**src/rtl/gpio_bank_pkg.sv**
```systemverilog
// Package: shared offsets, field positions and the per-pin configuration type
// for the set/clear GPIO bank. Assumes a 64-bit data bus and byte offsets.
package gpio_bank_pkg;

    localparam int BUS_W = 64;

    // Register offsets (byte addresses, 8-byte aligned)
    localparam logic [11:0] OFS_RXDAT    = 12'h000;
    localparam logic [11:0] OFS_SET      = 12'h008;
    localparam logic [11:0] OFS_CLR      = 12'h010;
    localparam logic [11:0] OFS_CONST    = 12'h090;
    localparam logic [11:0] OFS_CFG_BASE = 12'h400;

    // Field positions inside a configuration word
    localparam int CFG_OE_BIT   = 0;
    localparam int CFG_INV_BIT  = 1;
    localparam int CFG_OD_BIT   = 12;
    localparam int CFG_FSEL_LO  = 16;
    localparam int CFG_FSEL_W   = 10;

    typedef struct packed {
        logic [CFG_FSEL_W-1:0] fsel;
        logic                  od;
        logic                  inv;
        logic                  oe;
    } pin_cfg_t;

    // Extract the stored fields from a bus word
    function automatic pin_cfg_t cfg_from_word(input logic [BUS_W-1:0] w);
        pin_cfg_t c;
        c.oe   = w[CFG_OE_BIT];
        c.inv  = w[CFG_INV_BIT];
        c.od   = w[CFG_OD_BIT];
        c.fsel = w[CFG_FSEL_LO +: CFG_FSEL_W];
        return c;
    endfunction

    // Place the stored fields back at their bus positions, others zero
    function automatic logic [BUS_W-1:0] cfg_to_word(input pin_cfg_t c);
        logic [BUS_W-1:0] w;
        w                            = '0;
        w[CFG_OE_BIT]                = c.oe;
        w[CFG_INV_BIT]               = c.inv;
        w[CFG_OD_BIT]                = c.od;
        w[CFG_FSEL_LO +: CFG_FSEL_W] = c.fsel;
        return w;
    endfunction

endpackage

```
**src/rtl/gpio_in_sync.sv**
```systemverilog
// Module: multi-flop synchronizer for the raw pin inputs.
// Assumes: STAGES >= 1; each bit is treated independently (no bus coherency).
module gpio_in_sync #(
    parameter int W      = 64,
    parameter int STAGES = 2
) (
    input  logic         clk,
    input  logic         rst_n,
    input  logic [W-1:0] din,
    output logic [W-1:0] dout
);
    logic [W-1:0] stage_q [STAGES];

    for (genvar s = 0; s < STAGES; s++) begin : g_stage
        if (s == 0) begin : g_first
            // First flop: capture the asynchronous pins
            always_ff @(posedge clk) begin
                if (!rst_n) stage_q[s] <= '0;
                else        stage_q[s] <= din;
            end
        end else begin : g_next
            // Later flops: let metastability settle
            always_ff @(posedge clk) begin
                if (!rst_n) stage_q[s] <= '0;
                else        stage_q[s] <= stage_q[s-1];
            end
        end
    end

    assign dout = stage_q[STAGES-1];

endmodule

```
**src/rtl/gpio_cfg_store.sv**
```systemverilog
// Module: per-pin configuration storage with one write port and one read port.
// Assumes: wr_idx/rd_idx are only meaningful when the caller decoded a hit;
// out-of-range read indexes return zero.
module gpio_cfg_store
    import gpio_bank_pkg::*;
#(
    parameter int NPINS = 64,
    parameter int IDX_W = 6
) (
    input  logic             clk,
    input  logic             rst_n,
    input  logic             wr_en,
    input  logic [IDX_W-1:0] wr_idx,
    input  logic [BUS_W-1:0] wr_word,
    input  logic [IDX_W-1:0] rd_idx,
    output logic [BUS_W-1:0] rd_word,
    output logic [NPINS-1:0] oe_vec,
    output logic [NPINS-1:0] inv_vec,
    output logic [NPINS-1:0] od_vec,
    output logic [NPINS-1:0] own_vec
);
    pin_cfg_t cfg_q [NPINS];

    for (genvar p = 0; p < NPINS; p++) begin : g_pin
        // Hold the configuration of pin p; update on an addressed write
        always_ff @(posedge clk) begin
            if (!rst_n)
                cfg_q[p] <= '0;
            else if (wr_en && (wr_idx == IDX_W'(p)))
                cfg_q[p] <= cfg_from_word(wr_word);
        end

        assign oe_vec[p]  = cfg_q[p].oe;
        assign inv_vec[p] = cfg_q[p].inv;
        assign od_vec[p]  = cfg_q[p].od;
        assign own_vec[p] = (cfg_q[p].fsel == '0);
    end

    // Read port: format the selected pin's fields as a bus word
    always_comb begin
        if (int'(rd_idx) < NPINS) rd_word = cfg_to_word(cfg_q[rd_idx]);
        else                      rd_word = '0;
    end

endmodule

```
**src/rtl/gpio_pad_drive.sv**
```systemverilog
// Module: per-pin pad driver. Combines the output bit with the pin's polarity,
// drive mode and ownership into pad data and pad enable.
// Assumes: all inputs are registered elsewhere; this stage is pure logic.
module gpio_pad_drive #(
    parameter int NPINS = 64
) (
    input  logic [NPINS-1:0] latch,
    input  logic [NPINS-1:0] oe,
    input  logic [NPINS-1:0] inv,
    input  logic [NPINS-1:0] od,
    input  logic [NPINS-1:0] own,
    output logic [NPINS-1:0] pad_out,
    output logic [NPINS-1:0] pad_oe
);
    for (genvar p = 0; p < NPINS; p++) begin : g_pin
        logic eff;
        // Effective level after the polarity flip
        assign eff = latch[p] ^ inv[p];
        // Open-drain only pulls low; push-pull follows the enable bit
        always_comb begin
            if (!own[p]) begin
                pad_oe[p]  = 1'b0;
                pad_out[p] = 1'b0;
            end else if (od[p]) begin
                pad_oe[p]  = oe[p] & ~eff;
                pad_out[p] = 1'b0;
            end else begin
                pad_oe[p]  = oe[p];
                pad_out[p] = eff;
            end
        end
    end

endmodule

```
**src/rtl/gpio_setclr_bank.sv**
```systemverilog
// Module: GPIO bank top. Decodes the register bus, keeps the output word that
// changes only through set/clear masks, and drives per-pin pad signals.
// Assumes: NPINS <= 64; ADDR_W wide enough for OFS_CFG_BASE + 8*NPINS;
// reads return registered data one cycle after bus_rd.
module gpio_setclr_bank
    import gpio_bank_pkg::*;
#(
    parameter int          NPINS       = 64,
    parameter int          ADDR_W      = 12,
    parameter int          SYNC_STAGES = 2,
    parameter logic [7:0]  VEC_BASE    = 8'd48
) (
    input  logic              clk,
    input  logic              rst_n,
    input  logic              bus_wr,
    input  logic              bus_rd,
    input  logic [ADDR_W-1:0] bus_addr,
    input  logic [BUS_W-1:0]  bus_wdata,
    output logic [BUS_W-1:0]  bus_rdata,
    input  logic [NPINS-1:0]  pad_in,
    output logic [NPINS-1:0]  pad_out,
    output logic [NPINS-1:0]  pad_oe,
    output logic [NPINS-1:0]  pin_is_gpio
);
    localparam int IDX_W = (NPINS > 1) ? $clog2(NPINS) : 1;
    localparam logic [ADDR_W-1:0] CFG_LO = ADDR_W'(OFS_CFG_BASE);
    localparam logic [ADDR_W-1:0] CFG_HI = ADDR_W'(int'(OFS_CFG_BASE) + 8 * (NPINS - 1));
    localparam logic [BUS_W-1:0]  CONST_WORD = BUS_W'({VEC_BASE, 8'(NPINS)});

    logic              aligned;
    logic              hit_rx, hit_set, hit_clr, hit_const, hit_cfg;
    logic [ADDR_W-1:0] cfg_off;
    logic [IDX_W-1:0]  cfg_idx;
    logic [NPINS-1:0]  set_mask, clr_mask;
    logic [NPINS-1:0]  latch_q;
    logic [NPINS-1:0]  rx_sync;
    logic [NPINS-1:0]  oe_vec, inv_vec, od_vec, own_vec;
    logic [BUS_W-1:0]  cfg_rd_word;
    logic [BUS_W-1:0]  rd_next;

    // Address decode: aligned single-register hits and the config window
    always_comb begin
        aligned   = (bus_addr[2:0] == 3'b000);
        hit_rx    = aligned && (bus_addr == ADDR_W'(OFS_RXDAT));
        hit_set   = aligned && (bus_addr == ADDR_W'(OFS_SET));
        hit_clr   = aligned && (bus_addr == ADDR_W'(OFS_CLR));
        hit_const = aligned && (bus_addr == ADDR_W'(OFS_CONST));
        hit_cfg   = aligned && (bus_addr >= CFG_LO) && (bus_addr <= CFG_HI);
        cfg_off   = bus_addr - CFG_LO;
        cfg_idx   = cfg_off[IDX_W+2:3];
    end

    // Masks applied to the output word this cycle
    always_comb begin
        set_mask = (bus_wr && hit_set) ? bus_wdata[NPINS-1:0] : '0;
        clr_mask = (bus_wr && hit_clr) ? bus_wdata[NPINS-1:0] : '0;
    end

    // Output word: clear has priority over set for the same bit
    always_ff @(posedge clk) begin
        if (!rst_n) latch_q <= '0;
        else        latch_q <= (latch_q | set_mask) & ~clr_mask;
    end

    gpio_in_sync #(
        .W      (NPINS),
        .STAGES (SYNC_STAGES)
    ) u_sync (
        .clk   (clk),
        .rst_n (rst_n),
        .din   (pad_in),
        .dout  (rx_sync)
    );

    gpio_cfg_store #(
        .NPINS (NPINS),
        .IDX_W (IDX_W)
    ) u_cfg (
        .clk     (clk),
        .rst_n   (rst_n),
        .wr_en   (bus_wr && hit_cfg),
        .wr_idx  (cfg_idx),
        .wr_word (bus_wdata),
        .rd_idx  (cfg_idx),
        .rd_word (cfg_rd_word),
        .oe_vec  (oe_vec),
        .inv_vec (inv_vec),
        .od_vec  (od_vec),
        .own_vec (own_vec)
    );

    gpio_pad_drive #(
        .NPINS (NPINS)
    ) u_drive (
        .latch   (latch_q),
        .oe      (oe_vec),
        .inv     (inv_vec),
        .od      (od_vec),
        .own     (own_vec),
        .pad_out (pad_out),
        .pad_oe  (pad_oe)
    );

    assign pin_is_gpio = own_vec;

    // Read mux: select the addressed register, zero when nothing matches
    always_comb begin
        rd_next = '0;
        if (hit_rx)         rd_next = BUS_W'(rx_sync ^ inv_vec);
        else if (hit_set)   rd_next = BUS_W'(latch_q);
        else if (hit_const) rd_next = CONST_WORD;
        else if (hit_cfg)   rd_next = cfg_rd_word;
    end

    // Registered read data; zero in cycles that do not follow a read
    always_ff @(posedge clk) begin
        if (!rst_n)      bus_rdata <= '0;
        else if (bus_rd) bus_rdata <= rd_next;
        else             bus_rdata <= '0;
    end

endmodule

```
**config.mk**
```make
export PLATFORM = sky130hd
export DESIGN_NAME = gpio_setclr_bank
export DESIGN_NICKNAME = d
export VERILOG_FILES = /design/src/rtl/gpio_bank_pkg.sv /design/src/rtl/gpio_in_sync.sv /design/src/rtl/gpio_cfg_store.sv /design/src/rtl/gpio_pad_drive.sv /design/src/rtl/gpio_setclr_bank.sv
export SDC_FILE = /design/constraint.sdc
export NUM_CORES = 2
export LEC_CHECK = 0
export ABC_AREA = 1
export ABC_CLOCK_PERIOD_IN_PS = 6150
export BUFFER_PORTS_ARGS = -buffer_cell sky130_fd_sc_hd__buf_2
export CAP_MARGIN = 20
export CORE_ASPECT_RATIO = 1.4
export CORE_UTILIZATION = 40
export CTS_CLUSTER_SIZE = 8
export DETAILED_ROUTE_END_ITERATION = 8
export PLACE_DENSITY_LB_ADDON = 0.1
export SYNTH_ARGS = -nofsm -noshare
export SYNTH_HDL_FRONTEND = slang
export SYNTH_SLANG_ARGS = --single-unit
```
**constraint.sdc**
```tcl
create_clock -name clk -period 6.15 [get_ports clk]
set_clock_uncertainty 0.15 [all_clocks]
set_input_delay 0.3075 -clock clk [delete_from_list [all_inputs] [get_ports clk]]
set_output_delay 0.3075 -clock clk [all_outputs]
set_load 0.02 [all_outputs]
```
=== Yosys cells after proc, flatten, opt, wreduce, memory -nomap -nowiden ===
Memory sizes are Yosys's and may differ from the RTL's.
Index checks and enable logic that the tools add are counted.

* Flip-flop bits (word level): 128
* RAM bits: 960
* Bits of input ports: 144
* Output and inout port bits: 256
* Logic and storage cells: 998
* Memories kept: 2

{| class="wikitable"
|+ Memories
! memory !! depth !! bits a word !! read ports !! clocked after memory_dff !! write ports !! RTL line !! RTL
|-
| u_cfg.cfg_q || 64 || 13 || 65 || 0 || 64 || gpio_cfg_store.sv:22 || <nowiki>pin_cfg_t cfg_q [NPINS];</nowiki>
|-
| u_sync.stage_q || 2 || 64 || 2 || 0 || 2 || gpio_in_sync.sv:12 || <nowiki>logic [W-1:0] stage_q [STAGES];</nowiki>
|}

* Add/subtract/negate cells: 1
* Order comparisons: 2
* Equality and inequality tests: 66
* Muxes and demuxes: 522
* Bitwise logic cells: 262
* Reductions and logical operators: 141

{| class="wikitable"
|+ Operators with widths
! operator !! number
|-
| 13-bit two-way mux || 64
|-
| 10-bit zero test || 64
|-
| 1-bit two-way mux || 450
|-
| 64-bit two-way mux || 6
|-
| 6-bit equality test (second input constant) || 32
|-
| 6-bit by 5-bit equality test with 1-bit output (second input constant) || 16
|-
| 1-bit logical AND || 73
|-
| 1-bit OR || 66
|-
| 1-bit bitwise AND || 64
|-
| 64-bit bitwise AND || 1
|-
| 1-bit inverter || 64
|-
| 64-bit inverter || 1
|-
| 64-bit OR || 1
|-
| 1-bit XOR || 64
|-
| 64-bit XOR || 1
|-
| 26-bit two-way mux || 2
|-
| 6-bit by 4-bit equality test with 1-bit output (second input constant) || 8
|-
| 6-bit by 3-bit equality test with 1-bit output (second input constant) || 4
|-
| 12-bit by 4-bit equality test with 1-bit output (second input constant) || 1
|-
| 12-bit by 5-bit equality test with 1-bit output (second input constant) || 1
|-
| 12-bit by 8-bit equality test with 1-bit output (second input constant) || 1
|-
| 6-bit by 2-bit equality test with 1-bit output (second input constant) || 2
|-
| 12-bit by 11-bit greater-or-equal comparator with 1-bit output (second input constant) || 1
|-
| 12-bit by 11-bit less-or-equal comparator with 1-bit output (second input constant) || 1
|-
| 6 further kinds || 6
|}

=== Depth between registers and ports, before layout ===
* Word-level depth: 9
* Gate-level depth with buffers: 16
* Depth with buffers taken out: 14

=== By module ===
Synthesis repeated with hierarchy kept, for this count alone.

* Cell total of the unflattened synthesis: 6,500
* Area total of the unflattened synthesis: 55,017.8 um2

{| class="wikitable"
|+ Modules (own cells, without submodules)
! module !! instances !! cells an instance !! area an instance (um2) !! sequential area each (um2)
|-
| gpio_cfg_store || 1 || 4,504 || 41,292.1 || 24,984.0
|-
| gpio_setclr_bank || 1 || 894 || 6,662.6 || 2,562.5
|-
| gpio_in_sync || 1 || 398 || 3,677.3 || 2,562.5
|-
| gpio_pad_drive || 1 || 704 || 3,385.7 || 0.0
|}

=== Least setup slack after synthesis ===
OpenSTA, ideal clock, no wires.

* Kind: input -> register
* Start: input port bus_addr[1]
* End: memory u_cfg.cfg_q[0][0] (netlist bit), enable pin
* Data arrival time: 2.302 ns
* Required time: 5.599 ns
* Setup slack: 3.297 ns
* Cell stages on the path: 10
* Buffers on the path: 1
* Cell sequence: nor2_1 inv_1 nor2_2 nand2_1 nor2_1 inv_2 nor2_1 inv_1 clkbuf_1 o21ai_0

{| class="wikitable"
|+ RTL lines
! what !! RTL line !! RTL
|-
| start, declared || gpio_setclr_bank.sv:17 || <nowiki>input logic [ADDR_W-1:0] bus_addr,</nowiki>
|-
| end, declared || gpio_cfg_store.sv:22 ||
|}

=== Final worst setup path ===
* Start: input port bus_addr[9]
* End: register bus_rdata[0]

* Word-level cells in the longest chain between the ends: 7
* Elaborated cells on any way between the ends: 14

{| class="wikitable"
|+ Ends and longest elaborated chain
! what !! RTL line !! RTL
|-
| 12-bit by 11-bit greater-or-equal comparator with 1-bit output || gpio_setclr_bank.sv:48 || <nowiki>hit_cfg = aligned && (bus_addr >= CFG_LO) && (bus_addr <= CFG_HI);</nowiki>
|-
| 1-bit logical AND (2 in a row) || gpio_setclr_bank.sv:48 ||
|-
| 26-bit two-way mux || gpio_setclr_bank.sv:112 || <nowiki>else if (hit_cfg) rd_next = cfg_rd_word;</nowiki>
|-
| 26-bit two-way mux || gpio_setclr_bank.sv:111 || <nowiki>else if (hit_const) rd_next = CONST_WORD;</nowiki>
|-
| 64-bit two-way mux || gpio_setclr_bank.sv:110 || <nowiki>else if (hit_set) rd_next = BUS_W'(latch_q);</nowiki>
|-
| 64-bit two-way mux (*) || gpio_setclr_bank.sv:109 || <nowiki>if (hit_rx) rd_next = BUS_W'(rx_sync ^ inv_vec);</nowiki>
|-
| end signal, assigned || gpio_setclr_bank.sv:118 || <nowiki>else if (bus_rd) bus_rdata <= rd_next;</nowiki>
|-
| end, declared || gpio_setclr_bank.sv:19 || <nowiki>output logic [BUS_W-1:0] bus_rdata,</nowiki>
|}

Mark *: on every way between the ends. The rest lies on a longest branch, timed or not.
A chain may end at the register's enable or synchronous reset.

==> run metrics <==
status=complete, no violations; DRC Markers=0; H-tree depth=4; Yosys warnings=0; Initial DRT Pass Iterations=6; Max IR drop VDD=0.0003070 V; Yosys reg bits=1,088; share of layout cells above drive strength 1=12.99%; Final Max Tran Viols=0; crit share post-route=69.75%; row count=150; Yosys cell types=34; routability congestion estimate=0.9417; Die Span Y=413.9 um; Overall Global Routing Usage=30.34%; GRT Residual Overflow=0; number of global-route vias before repair=39,310; synthesized area=48,470 um2; Worst slew margin=22.00%; Commonest cells post-synth=nor2_1 (1,213), edfxtp_1 (832), nand2_1 (558); Setup Buffers After CTS=0; Cells after Synth=5,094; initial antenna violation count=5; Slew @ Worst Pin=1.170 ns; Final Setup Violations=0; full die area=122,600 um2; ys flop type=edfxtp_1; CP max FO=41; R2R Path Start=u_cfg.cfg_q[39][1]; top cells by area, synth=edfxtp_1 (52%), dfxtp_1 (11%), nor2_1 (9.4%), nand2_1 (4.3%), o22ai_1 (3.7%); Max clock buf depth=3; PwrDens=305.9 nW/um2; Max Fclk=0.2331 GHz; Num CTS Buffers=154; Layout area overhead=20.18%; core area=119,700 um2; crit path launch type=primary input; Ports=400; Initial Util=40.48%; Hold Path Class=in2reg; register area share after synthesis=62.12%; crit end category=flip-flop; Die X=296.2 um; nets@finish=5,710; wire per inst=25.90 um; setup TNS=0 ns; Net Count, Synth=5,238; CTS tree=built; CP max stage delay=0.72 ns; Hold Startpoint=pad_in[14]; EDFF count, synth=832; HPWL after DPL=128,100 um; slowest CP cell=buf_4; via count=40,430; CP Buf/Inv Count=5; RSZ-0062 raised after global routing=false; global-route wire length before repair=266,600 um; Yosys top cell area share=51.54%; max-cap viol count=0; cell accounting for the most synthesized area=edfxtp_1; Pleak=23.57 nW; fill count=11,420; CTS clk-pin slew, worst paths=0.06 ns; Final Hold Viols=0; post-route ant nets=0; Clk Latency, worst-skew pair=0.80 ns; Synth Area per Inst=9.515 um2; clock sinks=1,088; ys async rst share=0%; min cycle time layout=4.290 ns; Total Wirelength=188,800 um; via/cell ratio=5.549; most numerous cell in the Yosys netlist=nor2_1; pre-CTS setup slack=1.874 ns; clk root buf=clkbuf_16; final worst slack=1.860 ns; WS Path Type=in2reg; data arrival time of the critical path=4.88 ns; Iteration-0 DRC Markers=4,306; crit path cell chain=dlygate4sd3_1 > buf_2 > nor4_2 > dlygate4sd3_1 > nand2_1 > nor2_1 > nand3_1 > clkinv_2 > buf_4 > a21oi_1 > a21oi_1; Req. time, crit path=6.74 ns; hold_ws=0.06759 ns; Port Buffer Count=399; delay-heaviest family, CP=buffers and inverters; CP startpoint=bus_addr[9]; largest net degree at the start of global routing=141
## cell usage in the layout, fill, tap and decap left out, types with 4 or more instances in the layout
cell / n
clkbuf_16: 154
inv_2: 7
o21ai_1: 89
xnor2_1: 64
nand4_1: 36
xor2_1: 64
clkinv_16: 4
nor3b_1: 10
nor2_1: 1208
inv_1: 440
nand2_1: 556
o211a_1: 10
dlygate4sd3_1: 166
and3_1: 47
clkbuf_1: 108
nand3_2: 4
inv_6: 5
o21ai_0: 260
o22a_1: 22
buf_4: 100
inv_4: 11
buf_2: 397
nor3_1: 55
edfxtp_1: 832
nor4_1: 131
o22ai_1: 286
buf_12: 7
a21oi_1: 155
nor2_4: 8
a22oi_1: 12
inv_16: 5
nand3_1: 139
dfxtp_1: 256
nor2_2: 17
## worst register-to-register path: cells and delay by family (launching register included)
family	cells	cell delay, ns
AOI/OAI and AO/OA	3	0.78
DFF	1	0.54
and+or+nand+nor	3	0.68
## where the power goes
| part | internal, W | total [W] | switching [W] |
|---|---|---|---|
| Clock | 0.00473 | 0.00810 | 0.00337 |
| Sequential | 0.00823 | 0.00844 | 0.000217 |
| Combinational | 0.000364 | 0.00127 | 0.000907 |
| Total | 0.0133 | 0.0178 | 0.00450 |
## final timing paths
kind	endpoint	slack, ns	cells past startpoint
min	u_sync.stage_q[0][14]	0.07	4
min reg2reg	u_sync.stage_q[1][30]	0.26	2
max	bus_rdata[0]	1.86	11
max reg2reg	bus_rdata[1]	3.94	6
## state kept, by name, indices dropped and copies added, names as in the netlist
name            flops
bus_rdata          64
latch_q            64
u_cfg.cfg_q       832
u_sync.stage_q    128
## kinds of logic after synthesis
| family | Yosys count | share of synthesized area [%] |
|---|---|---|
| buf+inv | 824 | 6.771 |
| xor+xnor | 128 | 2.313 |
| compound gates | 835 | 9.701 |
| simple gates | 2219 | 19.10 |
| flops | 1088 | 62.12 |
## cell type report
class	count	area [um2]	share of cell area (%)
clock buffers	262	4259	7.311
repair buffers	676	4643	7.971
inverters	464	1778	3.052
diodes	3	7.507	0.01289
multi-input cells	3182	15160	26.03
clock inverters	16	296.5	0.5091
flip-flops and latches	1088	30110	51.69
well taps	1596	1997	3.428
## routing by layer
layer	up-vias	global-route usage, %	share of wire, %
met5	-	0	0.016
met4	6	16.07	5.5
met3	426	5.210	8.0
met2	2014	50.72	48
met1	19750	37.33	38
li1	18240	-	-
## stage by stage
stage | utilization, % | instance area, um2 | cells | power (W)
after floorplan | - | 48470 | 5094 | 0.009150
after global placement | 43.21 | 51740 | 6812 | 0.009738
after detailed placement | 43.32 | 51870 | 6821 | 0.009752
after CTS | 48.51 | 58090 | 7265 | 0.01788
after global routing | 48.64 | 58240 | 7284 | 0.01827
final | 48.65 | 58250 | 7287 | 0.01782
## what timing repair did
action                                  CTS  global route
endpoints found under the setup margin    0             0
hold buffers                            166             0
endpoints found under the hold margin   292             0
resized for setup                         0             0
No activity file was read; power rests on OpenSTA's default activity.
